### config.mk
export PLATFORM = sky130hd
export DESIGN_NAME = spi_regbank_slave
export DESIGN_NICKNAME = d
export VERILOG_FILES = /design/src/rtl/spi_rb_pkg.sv /design/src/rtl/spi_rb_sync.sv /design/src/rtl/spi_rb_rx.sv /design/src/rtl/spi_rb_ptr.sv /design/src/rtl/spi_rb_tx.sv /design/src/rtl/spi_regbank_slave.sv
export SDC_FILE = /design/constraint.sdc
export NUM_CORES = 1
export LEC_CHECK = 0
export BUFFER_PORTS_ARGS = -buffer_cell sky130_fd_sc_hd__buf_2
export CAP_MARGIN = 25
export CORE_MARGIN = 2
export CORE_UTILIZATION = 50
export DETAILED_ROUTE_END_ITERATION = 12
export PLACE_DENSITY = 0.75
export SLEW_MARGIN = 15
export SYNTH_ARGS = -nofsm -noshare
export SYNTH_HDL_FRONTEND = slang
export SYNTH_SLANG_ARGS = --single-unit
### constraint.sdc
create_clock -name clk -period 2.05 [get_ports clk]
set_clock_uncertainty 0.1 [all_clocks]
set_input_delay 0.41 -clock clk [delete_from_list [all_inputs] [get_ports clk]]
set_output_delay 0.41 -clock clk [all_outputs]
set_load 0.005 [all_outputs]
### src/rtl/spi_rb_pkg.sv
package spi_rb_pkg;
    typedef enum logic [2:0] {
        ST_IDLE,
        ST_OPCODE,
        ST_ADDR,
        ST_WDATA,
        ST_RDATA,
        ST_IGNORE
    } spi_state_e;
endpackage

### src/rtl/spi_rb_sync.sv
module spi_rb_sync #(
    parameter int               WIDTH   = 1,
    parameter int               STAGES  = 2,
    parameter logic [WIDTH-1:0] RST_VAL = '0
) (
    input  logic             clk,
    input  logic             rst_n,
    input  logic [WIDTH-1:0] d,
    output logic [WIDTH-1:0] q
);
    logic [STAGES-1:0][WIDTH-1:0] stage_q;

    always_ff @(posedge clk or negedge rst_n) begin
        if (!rst_n) begin
            stage_q <= {STAGES{RST_VAL}};
        end else begin
            stage_q[0] <= d;
            for (int s = 1; s < STAGES; s++) begin
                stage_q[s] <= stage_q[s-1];
            end
        end
    end

    assign q = stage_q[STAGES-1];
endmodule

### src/rtl/spi_rb_rx.sv
module spi_rb_rx #(
    parameter int DATA_W = 8
) (
    input  logic              clk,
    input  logic              rst_n,
    input  logic              clear,
    input  logic              sample,
    input  logic              bit_in,
    output logic              byte_done,
    output logic [DATA_W-1:0] byte_val
);
    localparam int CNT_W = $clog2(DATA_W);

    logic [DATA_W-2:0] sh_q;
    logic [CNT_W-1:0]  cnt_q;

    assign byte_done = sample && (cnt_q == CNT_W'(DATA_W - 1));
    assign byte_val  = {sh_q, bit_in};

    always_ff @(posedge clk or negedge rst_n) begin
        if (!rst_n) begin
            sh_q  <= '0;
            cnt_q <= '0;
        end else if (clear) begin
            cnt_q <= '0;
        end else if (sample) begin
            sh_q  <= {sh_q[DATA_W-3:0], bit_in};
            cnt_q <= byte_done ? '0 : cnt_q + 1'b1;
        end
    end
endmodule

### src/rtl/spi_rb_ptr.sv
module spi_rb_ptr #(
    parameter int ADDR_W   = 8,
    parameter int NUM_REGS = 11
) (
    input  logic              clk,
    input  logic              rst_n,
    input  logic              load,
    input  logic [ADDR_W-1:0] load_val,
    input  logic              step,
    input  logic              hold,
    output logic [ADDR_W-1:0] ptr
);
    localparam logic [ADDR_W-1:0] LAST_ADDR = ADDR_W'(NUM_REGS - 1);

    always_ff @(posedge clk or negedge rst_n) begin
        if (!rst_n) begin
            ptr <= '0;
        end else if (load) begin
            ptr <= load_val;
        end else if (step && !hold) begin
            ptr <= (ptr >= LAST_ADDR) ? '0 : ptr + 1'b1;
        end
    end
endmodule

### src/rtl/spi_rb_tx.sv
module spi_rb_tx #(
    parameter int DATA_W = 8
) (
    input  logic              clk,
    input  logic              rst_n,
    input  logic              load,
    input  logic [DATA_W-1:0] load_val,
    input  logic              shift,
    input  logic              active,
    output logic              so,
    output logic              so_oe
);
    logic [DATA_W-1:0] sh_q;

    always_ff @(posedge clk or negedge rst_n) begin
        if (!rst_n) begin
            sh_q  <= '0;
            so    <= 1'b0;
            so_oe <= 1'b0;
        end else begin
            if (load) begin
                sh_q <= load_val;
            end else if (shift) begin
                sh_q <= {sh_q[DATA_W-2:0], 1'b0};
            end
            if (shift) begin
                so <= sh_q[DATA_W-1];
            end
            if (!active) begin
                so_oe <= 1'b0;
            end else if (shift) begin
                so_oe <= 1'b1;
            end
        end
    end
endmodule

### src/rtl/spi_regbank_slave.sv
module spi_regbank_slave
    import spi_rb_pkg::*;
#(
    parameter int                DATA_W      = 8,
    parameter int                ADDR_W      = 8,
    parameter int                NUM_REGS    = 11,
    parameter int                STRAP_W     = 2,
    parameter int                SYNC_STAGES = 2,
    parameter logic [DATA_W-1:0] OPC_BASE    = DATA_W'(8'h40)
) (
    input  logic               clk,
    input  logic               rst_n,
    input  logic               cs_n,
    input  logic               sck,
    input  logic               si,
    input  logic [STRAP_W-1:0] strap,
    input  logic               hw_addr_en,
    input  logic               seq_hold,
    output logic               so,
    output logic               so_oe,
    output logic [ADDR_W-1:0]  reg_addr,
    output logic               reg_wr,
    output logic [DATA_W-1:0]  reg_wdata,
    output logic               reg_rd,
    input  logic [DATA_W-1:0]  reg_rdata
);
    localparam int PFX_LO = STRAP_W + 1;

    spi_state_e state_q, state_d;

    logic [2:0]        sync_q;
    logic              cs_s, sck_s, si_s;
    logic              cs_prev, sck_prev;
    logic              sck_rise, sck_fall, cs_start;
    logic              byte_done;
    logic [DATA_W-1:0] byte_val;
    logic              opcode_ok;
    logic              rw_q, wr_pend_q, rd_pend_q;
    logic [DATA_W-1:0] wdata_q;
    logic              ptr_load, ptr_step;

    // input synchronisation and edge detection
    spi_rb_sync #(.WIDTH(3), .STAGES(SYNC_STAGES), .RST_VAL(3'b100)) u_sync (
        .clk   (clk),
        .rst_n (rst_n),
        .d     ({cs_n, sck, si}),
        .q     (sync_q)
    );
    assign cs_s  = sync_q[2];
    assign sck_s = sync_q[1];
    assign si_s  = sync_q[0];

    always_ff @(posedge clk or negedge rst_n) begin
        if (!rst_n) begin
            cs_prev  <= 1'b1;
            sck_prev <= 1'b0;
        end else begin
            cs_prev  <= cs_s;
            sck_prev <= sck_s;
        end
    end

    assign sck_rise = sck_s && !sck_prev;
    assign sck_fall = !sck_s && sck_prev;
    assign cs_start = cs_prev && !cs_s;

    spi_rb_rx #(.DATA_W(DATA_W)) u_rx (
        .clk       (clk),
        .rst_n     (rst_n),
        .clear     (cs_s),
        .sample    (sck_rise && !cs_s),
        .bit_in    (si_s),
        .byte_done (byte_done),
        .byte_val  (byte_val)
    );

    assign opcode_ok = (byte_val[DATA_W-1:PFX_LO] == OPC_BASE[DATA_W-1:PFX_LO]) &&
                       (!hw_addr_en || (byte_val[STRAP_W:1] == strap));

    // state register
    always_ff @(posedge clk or negedge rst_n) begin
        if (!rst_n) state_q <= ST_IDLE;
        else        state_q <= state_d;
    end

    // next state
    always_comb begin
        state_d = state_q;
        unique case (state_q)
            ST_IDLE:   if (cs_start)  state_d = ST_OPCODE;
            ST_OPCODE: if (byte_done) state_d = opcode_ok ? ST_ADDR : ST_IGNORE;
            ST_ADDR:   if (byte_done) state_d = rw_q ? ST_RDATA : ST_WDATA;
            ST_WDATA, ST_RDATA, ST_IGNORE: state_d = state_q;
            default:   state_d = ST_IDLE;
        endcase
        if (cs_s) state_d = ST_IDLE;
    end

    // byte-boundary actions
    always_ff @(posedge clk or negedge rst_n) begin
        if (!rst_n) begin
            rw_q      <= 1'b0;
            wr_pend_q <= 1'b0;
            rd_pend_q <= 1'b0;
            wdata_q   <= '0;
        end else begin
            if (state_q == ST_OPCODE && byte_done) rw_q <= byte_val[0];
            wr_pend_q <= (state_q == ST_WDATA) && byte_done && !cs_s;
            rd_pend_q <= byte_done && !cs_s &&
                         ((state_q == ST_ADDR && rw_q) || state_q == ST_RDATA);
            if (state_q == ST_WDATA && byte_done) wdata_q <= byte_val;
        end
    end

    assign ptr_load = (state_q == ST_ADDR) && byte_done;
    assign ptr_step = wr_pend_q || ((state_q == ST_RDATA) && byte_done);

    spi_rb_ptr #(.ADDR_W(ADDR_W), .NUM_REGS(NUM_REGS)) u_ptr (
        .clk      (clk),
        .rst_n    (rst_n),
        .load     (ptr_load),
        .load_val (byte_val[ADDR_W-1:0]),
        .step     (ptr_step),
        .hold     (seq_hold),
        .ptr      (reg_addr)
    );

    spi_rb_tx #(.DATA_W(DATA_W)) u_tx (
        .clk      (clk),
        .rst_n    (rst_n),
        .load     (rd_pend_q),
        .load_val (reg_rdata),
        .shift    ((state_q == ST_RDATA) && sck_fall),
        .active   (state_q == ST_RDATA),
        .so       (so),
        .so_oe    (so_oe)
    );

    // register-port outputs
    always_comb begin
        reg_wr    = wr_pend_q;
        reg_rd    = rd_pend_q;
        reg_wdata = wdata_q;
    end
endmodule

==> reports/metrics.csv, run 1 <==
metric;value;unit
status;completed;
r2r_cells;6;
final.min_clock_period;1.970;ns
finalPower;0.002281;W
grtUsageTotal;18.43;%
dieHeight;71.23;µm
synth-edff-count;0;
synthSimpleGateAreaFrac;13.79;%
yosys.area.top_type;dfrtp_1;
clk_latency;0.30;ns
vias;1624;
synth-xor-area-share;0.7752;%
tns;0;ns
start_util;51.90;%
synth_cells;189;
grt_pass1_wl;7341;µm
ys_ff_latch;50;
vias_per_cell;5.543;
rsz0062_at_grt;false;
synth_area;2260;µm²
r2r-end;u_ptr.ptr[2]$_DFFE_PN0P_;
fillers;355;
cts_tree;yes;
fin_util;62.61;%
cp_cell_sequence;ha_2 > ha_4 > nand4bb_4 > o41a_1 > or4_1 > a31oi_1;
synth_adder_area_share;2.215;%
crit_buf_inv;0;
die_w;71.23;µm
grt_pass1_vias;1546;
fp.dieArea;5073;µm²
whs_path_depth;1;
core_area;4354;µm²
mostFrequentLayoutCells;47 x dfrtp_1, 36 x buf_2, 17 x mux2_2;
antenna_left;0;
hold_path_end;u_sync.stage_q[2]$_DFF_PN1_;
cap_viol_max_count;0;
synth_top_family_by_area;simple AND/OR/NAND/NOR gates;
hold_viol;0;
worst_slew_pin_slew;0.4738;ns
antenna_found_initial;0;
clkTransAtPathRegs;0.08;ns
drc_errors;0;
fmax;507.6;MHz
fin_ws;0.07976;ns
place_congestion;0.8504;
synth_compound_area_share;13.01;%
grt_max_degree;32;
multiInputGateArea;959.7;µm²
critical-path-slowest-cell;or4_1;
grt-ovfl-total;0;
regArea;1255;µm²
crit_arrival;2.10;ns
period_share;96.11;%
placementRows;24;
synthFlopType;dfrtp_1;
drt-pass1-iter-count;4;
clk_path_buf_depth;2;
setup_viol;0;
pre_cts_ws;0.008963;ns
slew_headroom;67.60;%
fin_nets;261;
wl_per_cell;14.56;µm
min_path_type;in2reg;
synthTopCellsByArea;dfrtp_1 52%, mux2_2 8.5%, dfstp_2 3.5%;
critical-path-max-stage-delay;0.40;ns
syn_to_final_growth;20.65;%
synth.distinct_cells;42;
clock_sinks;50;
crit_path_end_kind;flop;
antenna_cells;0;
syn_area_per_cell;11.96;µm²
async_reset_ff_share;100.0;%
rrSetupSlack;0.08;ns
worstHoldStart;cs_n;
critPathMaxFanout;6;
powerDensity;836.7;nW/µm²
dp_hpwl;3150;µm
start_kind;flop;
required;2.18;ns
seq_area_frac_synth;55.54;%
muxShareOfSynthArea;11.57;%
drive_gt1_share;36.51;%
critPathKind;reg2reg;
mostFrequentLayoutCell;dfrtp_1;
syn_nets;210;
final_max_slew_viol_count;0;
ys_warn_count;0;
drt-initial-drc-count;99;
leakage;1.278;nW
cts_root_buf;clkbuf_8;
wl;4267;µm
synthDominantCellAreaShare;52.05;%
ir_worst_vdd;0.0005161;V
h-tree-depth;2;
reg2reg_from;u_rx.cnt_q[0]$_DFFE_PN0P_;
ios;37;
cts_made_buffers;5;
path_delay_family;simple AND/OR/NAND/NOR gates;
io_buffers;36;
[Yosys cell counts, types with 3 or more instances]
| cell | instances |
|---|---|
| a31oi_1 | 4 |
| a21oi_1 | 7 |
| inv_1 | 5 |
| mux2i_1 | 7 |
| nor2_1 | 13 |
| ha_1 | 4 |
| dfstp_2 | 3 |
| nand2b_1 | 6 |
| o21ai_0 | 13 |
| or4_1 | 3 |
| o211ai_1 | 4 |
| dfrtp_1 | 47 |
| nor3_1 | 3 |
| a22o_1 | 4 |
| nor3b_1 | 3 |
| nand2_1 | 12 |
| mux2_2 | 17 |
[kinds of logic after synthesis]
logic type / after synthesis
compound gates: 44
xor+xnor: 2
fa+ha+maj: 4
buf+inv: 13
flops: 50
mux: 24
simple gates: 52
[worst max path at each step]
stage          slack, ns  cells after the start                 startpoint                       end
2_1_floorplan       0.06                      7  u_rx.cnt_q[0]$_DFFE_PN0P_  u_ptr.ptr[2]$_DFFE_PN0P_
3_3_place_gp        0.08                      8  u_rx.cnt_q[0]$_DFFE_PN0P_  u_ptr.ptr[5]$_DFFE_PN0P_
3_5_place_dp       0.009                      8  u_rx.cnt_q[0]$_DFFE_PN0P_  u_ptr.ptr[6]$_DFFE_PN0P_
4_1_cts             0.02                      6  u_rx.cnt_q[0]$_DFFE_PN0P_  u_ptr.ptr[2]$_DFFE_PN0P_
5_1_grt            0.003                      6  u_rx.cnt_q[0]$_DFFE_PN0P_  u_ptr.ptr[2]$_DFFE_PN0P_
6_report            0.08                      6  u_rx.cnt_q[0]$_DFFE_PN0P_  u_ptr.ptr[2]$_DFFE_PN0P_
[layout make-up]
type,instances,share of cell area [%]
flip-flops and latches,50,46.03
well taps,52,2.386
clock buffers,5,2.524
clock inverters,3,1.469
repair buffers,52,11.70
multi-input cells,126,35.20
inverters,5,0.6884
[registers in the layout, summed over array words and instances (netlist names), 3 cells and up]
signal / count
u_rx.cnt_q: 3
u_sync.stage_q: 3
u_rx.sh_q: 7
u_sync.q: 3
u_tx.sh_q: 8
u_ptr.ptr: 8
state_q: 3
reg_wdata: 8
[repair_timing]
action	4_1_cts	5_1_grt
pin swaps	0	2
hold endpoints to repair	19	0
hold buffers	1	0
endpoints found under the setup margin	4	13
gates resized for setup	0	4
setup buffers	1	0
[power by group]
group	total, W	switching, W	leakage (nW)	internal, W
Clock	0.000671	0.000312	0.0579	0.000359
Combinational	0.000375	0.000189	0.618	0.000186
Sequential	0.00123	0.000130	0.602	0.00110
[layer usage]
metal	vias to the layer above	part of all wire, %	track usage [%]
met1	777	46	25.16
met5	-	0	0
met4	0	1.6	5.870
li1	793	-	-
met2	46	47	29.01
met3	8	5.3	4.923
[per-stage QoR]
step           std cells  instance area [µm²]  hold WS (ns)
2_1_floorplan        189                 2275       0.01441
3_3_place_gp         283                 2586        0.2346
3_5_place_dp         283                 2586        0.2347
4_1_cts              293                 2713       0.08910
5_1_grt              293                 2726       0.07832
6_report             293                 2726       0.09791
Note: power is estimated with default switching activity, not from simulation.
==> run 2: changes to the inputs <==
--- a/config.mk
+++ b/config.mk
@@ -13,2 +13,3 @@
 export PLACE_DENSITY = 0.75
+export RECOVER_POWER = 25
 export SLEW_MARGIN = 15
--- a/constraint.sdc
+++ b/constraint.sdc
@@ -4,2 +4,2 @@
 set_output_delay 0.41 -clock clk [all_outputs]
-set_load 0.005 [all_outputs]
+set_load 0.05 [all_outputs]
==> run 2 against run 1 <==
Die area unchanged. Clock-buffer cell count unchanged. Critical path depth unchanged. Cell count unchanged. Via count decreased by 0.31%. Fmax about the same. Highest routed layer unchanged.
==> reports/metrics.csv, run 2 (synthesis gave the netlist of run 1 again) <==
metric;value;unit;change
setup_viol;0;;unchanged
fin_ws;0.08050;ns;was 0.07976 ns
antenna_left;0;;unchanged
h-tree-depth;2;;unchanged
r2r-end;u_ptr.ptr[2]$_DFFE_PN0P_;;unchanged
fin_nets;261;;unchanged
place_congestion;0.8504;;unchanged
crit_path_end_kind;flop;;unchanged
cap_viol_max_count;0;;unchanged
pre_cts_ws;0.008963;ns;unchanged
period_share;96.07;%;was 96.11%
cts_tree;yes;;unchanged
powerDensity;851.2;nW/µm²;was 836.7 nW/µm²
mostFrequentLayoutCells;47 x dfrtp_1, 35 x buf_2, 17 x mux2_2;;was 47 x dfrtp_1, 36 x buf_2, 17 x mux2_2
fmax;507.7;MHz;was 507.6 MHz
ios;37;;unchanged
critical-path-max-stage-delay;0.40;ns;about the same
slew_headroom;23.35;%;was 67.60%
drc_errors;0;;unchanged
tns;0;ns;unchanged
grt_pass1_wl;7341;µm;unchanged
grt-ovfl-total;0;;unchanged
final_max_slew_viol_count;0;;unchanged
final_area;2721;µm²;was 2726 µm²
critPathMaxFanout;6;;unchanged
grtUsageTotal;18.43;%;unchanged
hold_path_end;u_sync.stage_q[2]$_DFF_PN1_;;unchanged
min_path_type;in2reg;;unchanged
start_util;51.90;%;unchanged
dieHeight;71.23;µm;unchanged
vias_per_cell;5.526;;was 5.543
required;2.18;ns;about the same
critPathKind;reg2reg;;unchanged
io_buffers;36;;unchanged
drt-initial-drc-count;111;;was 99
grt_max_degree;32;;unchanged
mostFrequentLayoutCell;dfrtp_1;;unchanged
die_w;71.23;µm;unchanged
r2r_cells;6;;unchanged
core_area;4354;µm²;unchanged
drive_gt1_share;35.68;%;was 36.51%
reg2reg_from;u_rx.cnt_q[0]$_DFFE_PN0P_;;unchanged
final.min_clock_period;1.970;ns;about the same
status;completed;;unchanged
place_area;2586;µm²;unchanged
wl_per_cell;14.53;µm;was 14.56 µm
critical-path-slowest-cell;or4_1;;unchanged
grt_pass1_vias;1546;;unchanged
syn_to_final_growth;20.43;%;was 20.65%
cp_cell_sequence;ha_2 > ha_4 > nand4bb_4 > o41a_1 > or4_1 > a31oi_1;;unchanged
wl;4257;µm;was 4267 µm
start_kind;flop;;unchanged
clk_latency;0.30;ns;about the same
cts_root_buf;clkbuf_8;;unchanged
clkTransAtPathRegs;0.08;ns;about the same
rsz0062_at_grt;false;;unchanged
ir_worst_vdd;0.0005160;V;was 0.0005161 V
whs_path_depth;1;;unchanged
clock_sinks;50;;unchanged
placementRows;24;;unchanged
fp.dieArea;5073;µm²;unchanged
leakage;1.272;nW;was 1.278 nW
worstHoldStart;cs_n;;unchanged
vias;1619;;was 1624
worst_slew_pin_slew;1.150;ns;was 0.4738 ns
clk_path_buf_depth;2;;unchanged
drt-pass1-iter-count;4;;unchanged
rrSetupSlack;0.08;ns;about the same
cts_made_buffers;5;;unchanged
hold_viol;0;;unchanged
dp_hpwl;3150;µm;unchanged
crit_arrival;2.10;ns;about the same
antenna_cells;0;;unchanged
antenna_found_initial;0;;unchanged
-- run 2: cell count changes in the layout (fill, tap and decap cells not counted), sizes merged --
cell    delta
buf        -2
clkbuf     +2
-- run 2: power breakdown --
part / switching, W / total, W / leakage [nW] / internal, W
registers: 0.000130 / 0.00123 / 0.602 / 0.00110
logic: 0.000229 / 0.000411 / 0.612 / 0.000182
clock network: 0.000312 / 0.000672 / 0.0579 / 0.000359
-- run 2: final cells by class --
cell class | count | area, µm²
Clock buffer | 5 | 68.82
Clock inverter | 3 | 40.04
Fill cell | 356 | 1633
Inverter | 5 | 18.77
Multi-Input combinational cell | 126 | 959.7
Sequential cell | 50 | 1255
Tap cell | 52 | 65.06
Timing Repair Buffer | 52 | 314.1
-- run 2: how the worst max path moves through the flow --
stage                              startpoint                  endpoint  cells after the start
finish              u_rx.cnt_q[0]$_DFFE_PN0P_  u_ptr.ptr[2]$_DFFE_PN0P_                      6
global route        u_rx.cnt_q[0]$_DFFE_PN0P_  u_ptr.ptr[2]$_DFFE_PN0P_                      6
CTS                 u_rx.cnt_q[0]$_DFFE_PN0P_  u_ptr.ptr[2]$_DFFE_PN0P_                      6
detailed placement  u_rx.cnt_q[0]$_DFFE_PN0P_  u_ptr.ptr[6]$_DFFE_PN0P_                      8
global placement    u_rx.cnt_q[0]$_DFFE_PN0P_  u_ptr.ptr[5]$_DFFE_PN0P_                      8
floorplan            u_ptr.ptr[0]$_DFFE_PN0P_  u_ptr.ptr[1]$_DFFE_PN0P_                      6
-- run 2: critical path, delay by kind of cell (launching register included) --
kind | cells | cell delay [ns]
compound gates | 2 | 0.48
fa+ha+maj | 2 | 0.38
flops | 1 | 0.37
simple gates | 2 | 0.56
-- run 2: through the flow --
step                util, %  std cells  power [W]  hold WS (ns)
global route          62.50        293   0.002450       0.07832
finish                62.50        293   0.002316       0.09773
global placement      59.40        283   0.001649        0.2346
detailed placement    59.40        283   0.001663        0.2347
floorplan                 -        189   0.001497       0.01441
CTS                   62.30        293   0.002345       0.08910
-- run 2: layer usage --
| layer | up-vias | share of wire (%) | track usage (%) |
|---|---|---|---|
| li1 | 793 | - | - |
| met1 | 780 | 46 | 25.16 |
| met2 | 38 | 47 | 29.01 |
| met3 | 8 | 4.7 | 4.923 |
| met4 | 0 | 1.6 | 5.870 |
| met5 | - | 0 | 0 |
-- run 2: repair_timing --
item / 4_1_cts / 5_1_grt
endpoints found under the hold margin: 19 / 0
buffers inserted: 1 / 0
resized for setup: 0 / 4
cloned: 0 / 0
setup endpoints to repair: 4 / 13
hold buffers: 1 / 0
pin swaps: 0 / 2
==> run 3: changes to the inputs <==
MAX_ROUTING_LAYER = met4   (was default)
==> run 3 against run 2 <==
Sequential cell count stayed put. Cell count is 0.34% higher. Non-clock buffer count is 1 higher.
==> reports/metrics.csv, run 3 (synthesis gave the netlist of run 1 again) <==
metric;value;unit;change
status;completed;;unchanged
critPathMaxFanout;4;;was 6
io_buffers;36;;unchanged
clkTransAtPathRegs;0.08;ns;about the same
slew_headroom;29.67;%;was 23.35%
grt-ovfl-total;0;;unchanged
instances_no_fill;294;;was 293
final.min_clock_period;1.982;ns;was 1.970 ns
tns;0;ns;unchanged
fin_nets;262;;was 261
wl_per_cell;14.65;µm;was 14.53 µm
rsz0062_at_grt;true;;was false
dieHeight;71.23;µm;unchanged
grt_max_degree;32;;unchanged
dp.cells;283;;unchanged
start_util;51.90;%;unchanged
h-tree-depth;2;;unchanged
drt-initial-drc-count;104;;was 111
cts_made_buffers;5;;unchanged
fp.dieArea;5073;µm²;unchanged
worst_slew_pin_slew;1.055;ns;was 1.150 ns
min_path_type;in2reg;;unchanged
fmax;504.5;MHz;was 507.7 MHz
vias_per_cell;5.442;;was 5.526
ir_worst_vdd;0.0005123;V;was 0.0005160 V
die_w;71.23;µm;unchanged
mostFrequentLayoutCell;dfrtp_1;;unchanged
clock_sinks;50;;unchanged
start_kind;flop;;unchanged
clk_path_buf_depth;2;;unchanged
drt-pass1-iter-count;4;;unchanged
cap_viol_max_count;0;;unchanged
drc_errors;0;;unchanged
grt_pass1_vias;1545;;was 1546
leakage;1.265;nW;was 1.272 nW
antenna_found_initial;0;;unchanged
syn_to_final_growth;20.32;%;was 20.43%
vias;1600;;was 1619
antenna_cells;0;;unchanged
setup_viol;0;;unchanged
mostFrequentLayoutCells;47 x dfrtp_1, 35 x buf_2, 17 x mux2_2;;unchanged
crit_arrival;2.10;ns;about the same
core_area;4354;µm²;unchanged
ios;37;;unchanged
period_share;96.70;%;was 96.07%
wl;4307;µm;was 4257 µm
antenna_left;0;;unchanged
fillers;358;;was 356
dp_hpwl;3212;µm;was 3150 µm
final_max_slew_viol_count;0;;unchanged
cts_tree;yes;;unchanged
place_congestion;0.8676;;was 0.8504
grt_pass1_wl;7445;µm;was 7341 µm
cts_root_buf;clkbuf_8;;unchanged
hold_viol;0;;unchanged
critPathKind;reg2reg;;unchanged
powerDensity;852.6;nW/µm²;was 851.2 nW/µm²
clk_latency;0.30;ns;about the same
drive_gt1_share;34.71;%;was 35.68%
grtUsageTotal;19.15;%;was 18.43%
crit_path_end_kind;flop;;unchanged
required;2.17;ns;was 2.18 ns
placementRows;24;;unchanged
[run 3: path summary, 6_finish.rpt]
check | from | endpoint | slack (ns) | cells after the start
worst max register to register | u_rx.cnt_q[0]$_DFFE_PN0P_ | u_ptr.ptr[2]$_DFFE_PN0P_ | 0.07 | 6
worst min-delay path | cs_n | u_sync.stage_q[2]$_DFF_PN1_ | 0.11 | 1
worst min register to register | u_sync.stage_q[1]$_DFF_PN0_ | u_sync.q[1]$_DFF_PN0_ | 0.25 | 0
min in group asynchronous | rst_n | u_tx.sh_q[4]$_DFFE_PN0P_ | 0.72 | 2
worst max-delay path | u_rx.cnt_q[0]$_DFFE_PN0P_ | u_ptr.ptr[2]$_DFFE_PN0P_ | 0.07 | 6
max in group asynchronous | rst_n | cs_prev$_DFF_PN1_ | 0.28 | 3
[run 3: metrics by stage]
stage | hold slack (ns) | utilization (%) | cell area (µm²) | power, W | setup slack (ns)
3_5_place_dp | 0.2393 | 59.40 | 2586 | 0.001666 | 0.02255
3_3_place_gp | 0.2339 | 59.40 | 2586 | 0.001650 | 0.07566
2_1_floorplan | 0.01441 | - | 2275 | 0.001497 | 0.01391
6_report | 0.1092 | 62.44 | 2719 | 0.002318 | 0.06774
4_1_cts | 0.09661 | 62.16 | 2706 | 0.002351 | 0.006594
5_1_grt | 0.08609 | 62.44 | 2719 | 0.002454 | -0.02928
[run 3: cell type report]
class | count | area [µm²] | share of cell area [%]
multi-input combinational | 126 | 957.2 | 35.20
timing repair buffer | 53 | 312.8 | 11.50
clock buffer | 6 | 72.57 | 2.669
sequential | 50 | 1255 | 46.16
inverter | 5 | 18.77 | 0.6903
tap | 52 | 65.06 | 2.393
clock inverter | 2 | 37.54 | 1.381
[run 3: worst max-delay path, stage by stage, from the launching register on]
cell and delay, ns:
dfrtp_1 0.38, ha_2 0.21, ha_4 0.15, nand4bb_4 0.14
o41a_1 0.35, or4_1 0.41, a31oi_1 0.17
[run 3: repair_timing]
action,in CTS,in global routing
gates resized for setup,0,3
hold buffers,1,0
setup endpoints to repair,0,17
endpoints found under the hold margin,19,0
buffers inserted,0,2
[run 3: layer usage]
metal / global-route usage, % / up-vias / share of wire, %
li1: - / 791 / -
met4: 4.403 / 0 / 0.53
met3: 4.219 / 4 / 3.8
met2: 29.12 / 33 / 47
met5: - / - / 0
met1: 26.70 / 772 / 49
[run 3: power by group]
| part | total (W) | switching [W] | internal, W |
|---|---|---|---|
| Clock | 0.000673 | 0.000309 | 0.000364 |
| Combinational | 0.000409 | 0.000230 | 0.000179 |
| Sequential | 0.00124 | 0.000133 | 0.00110 |
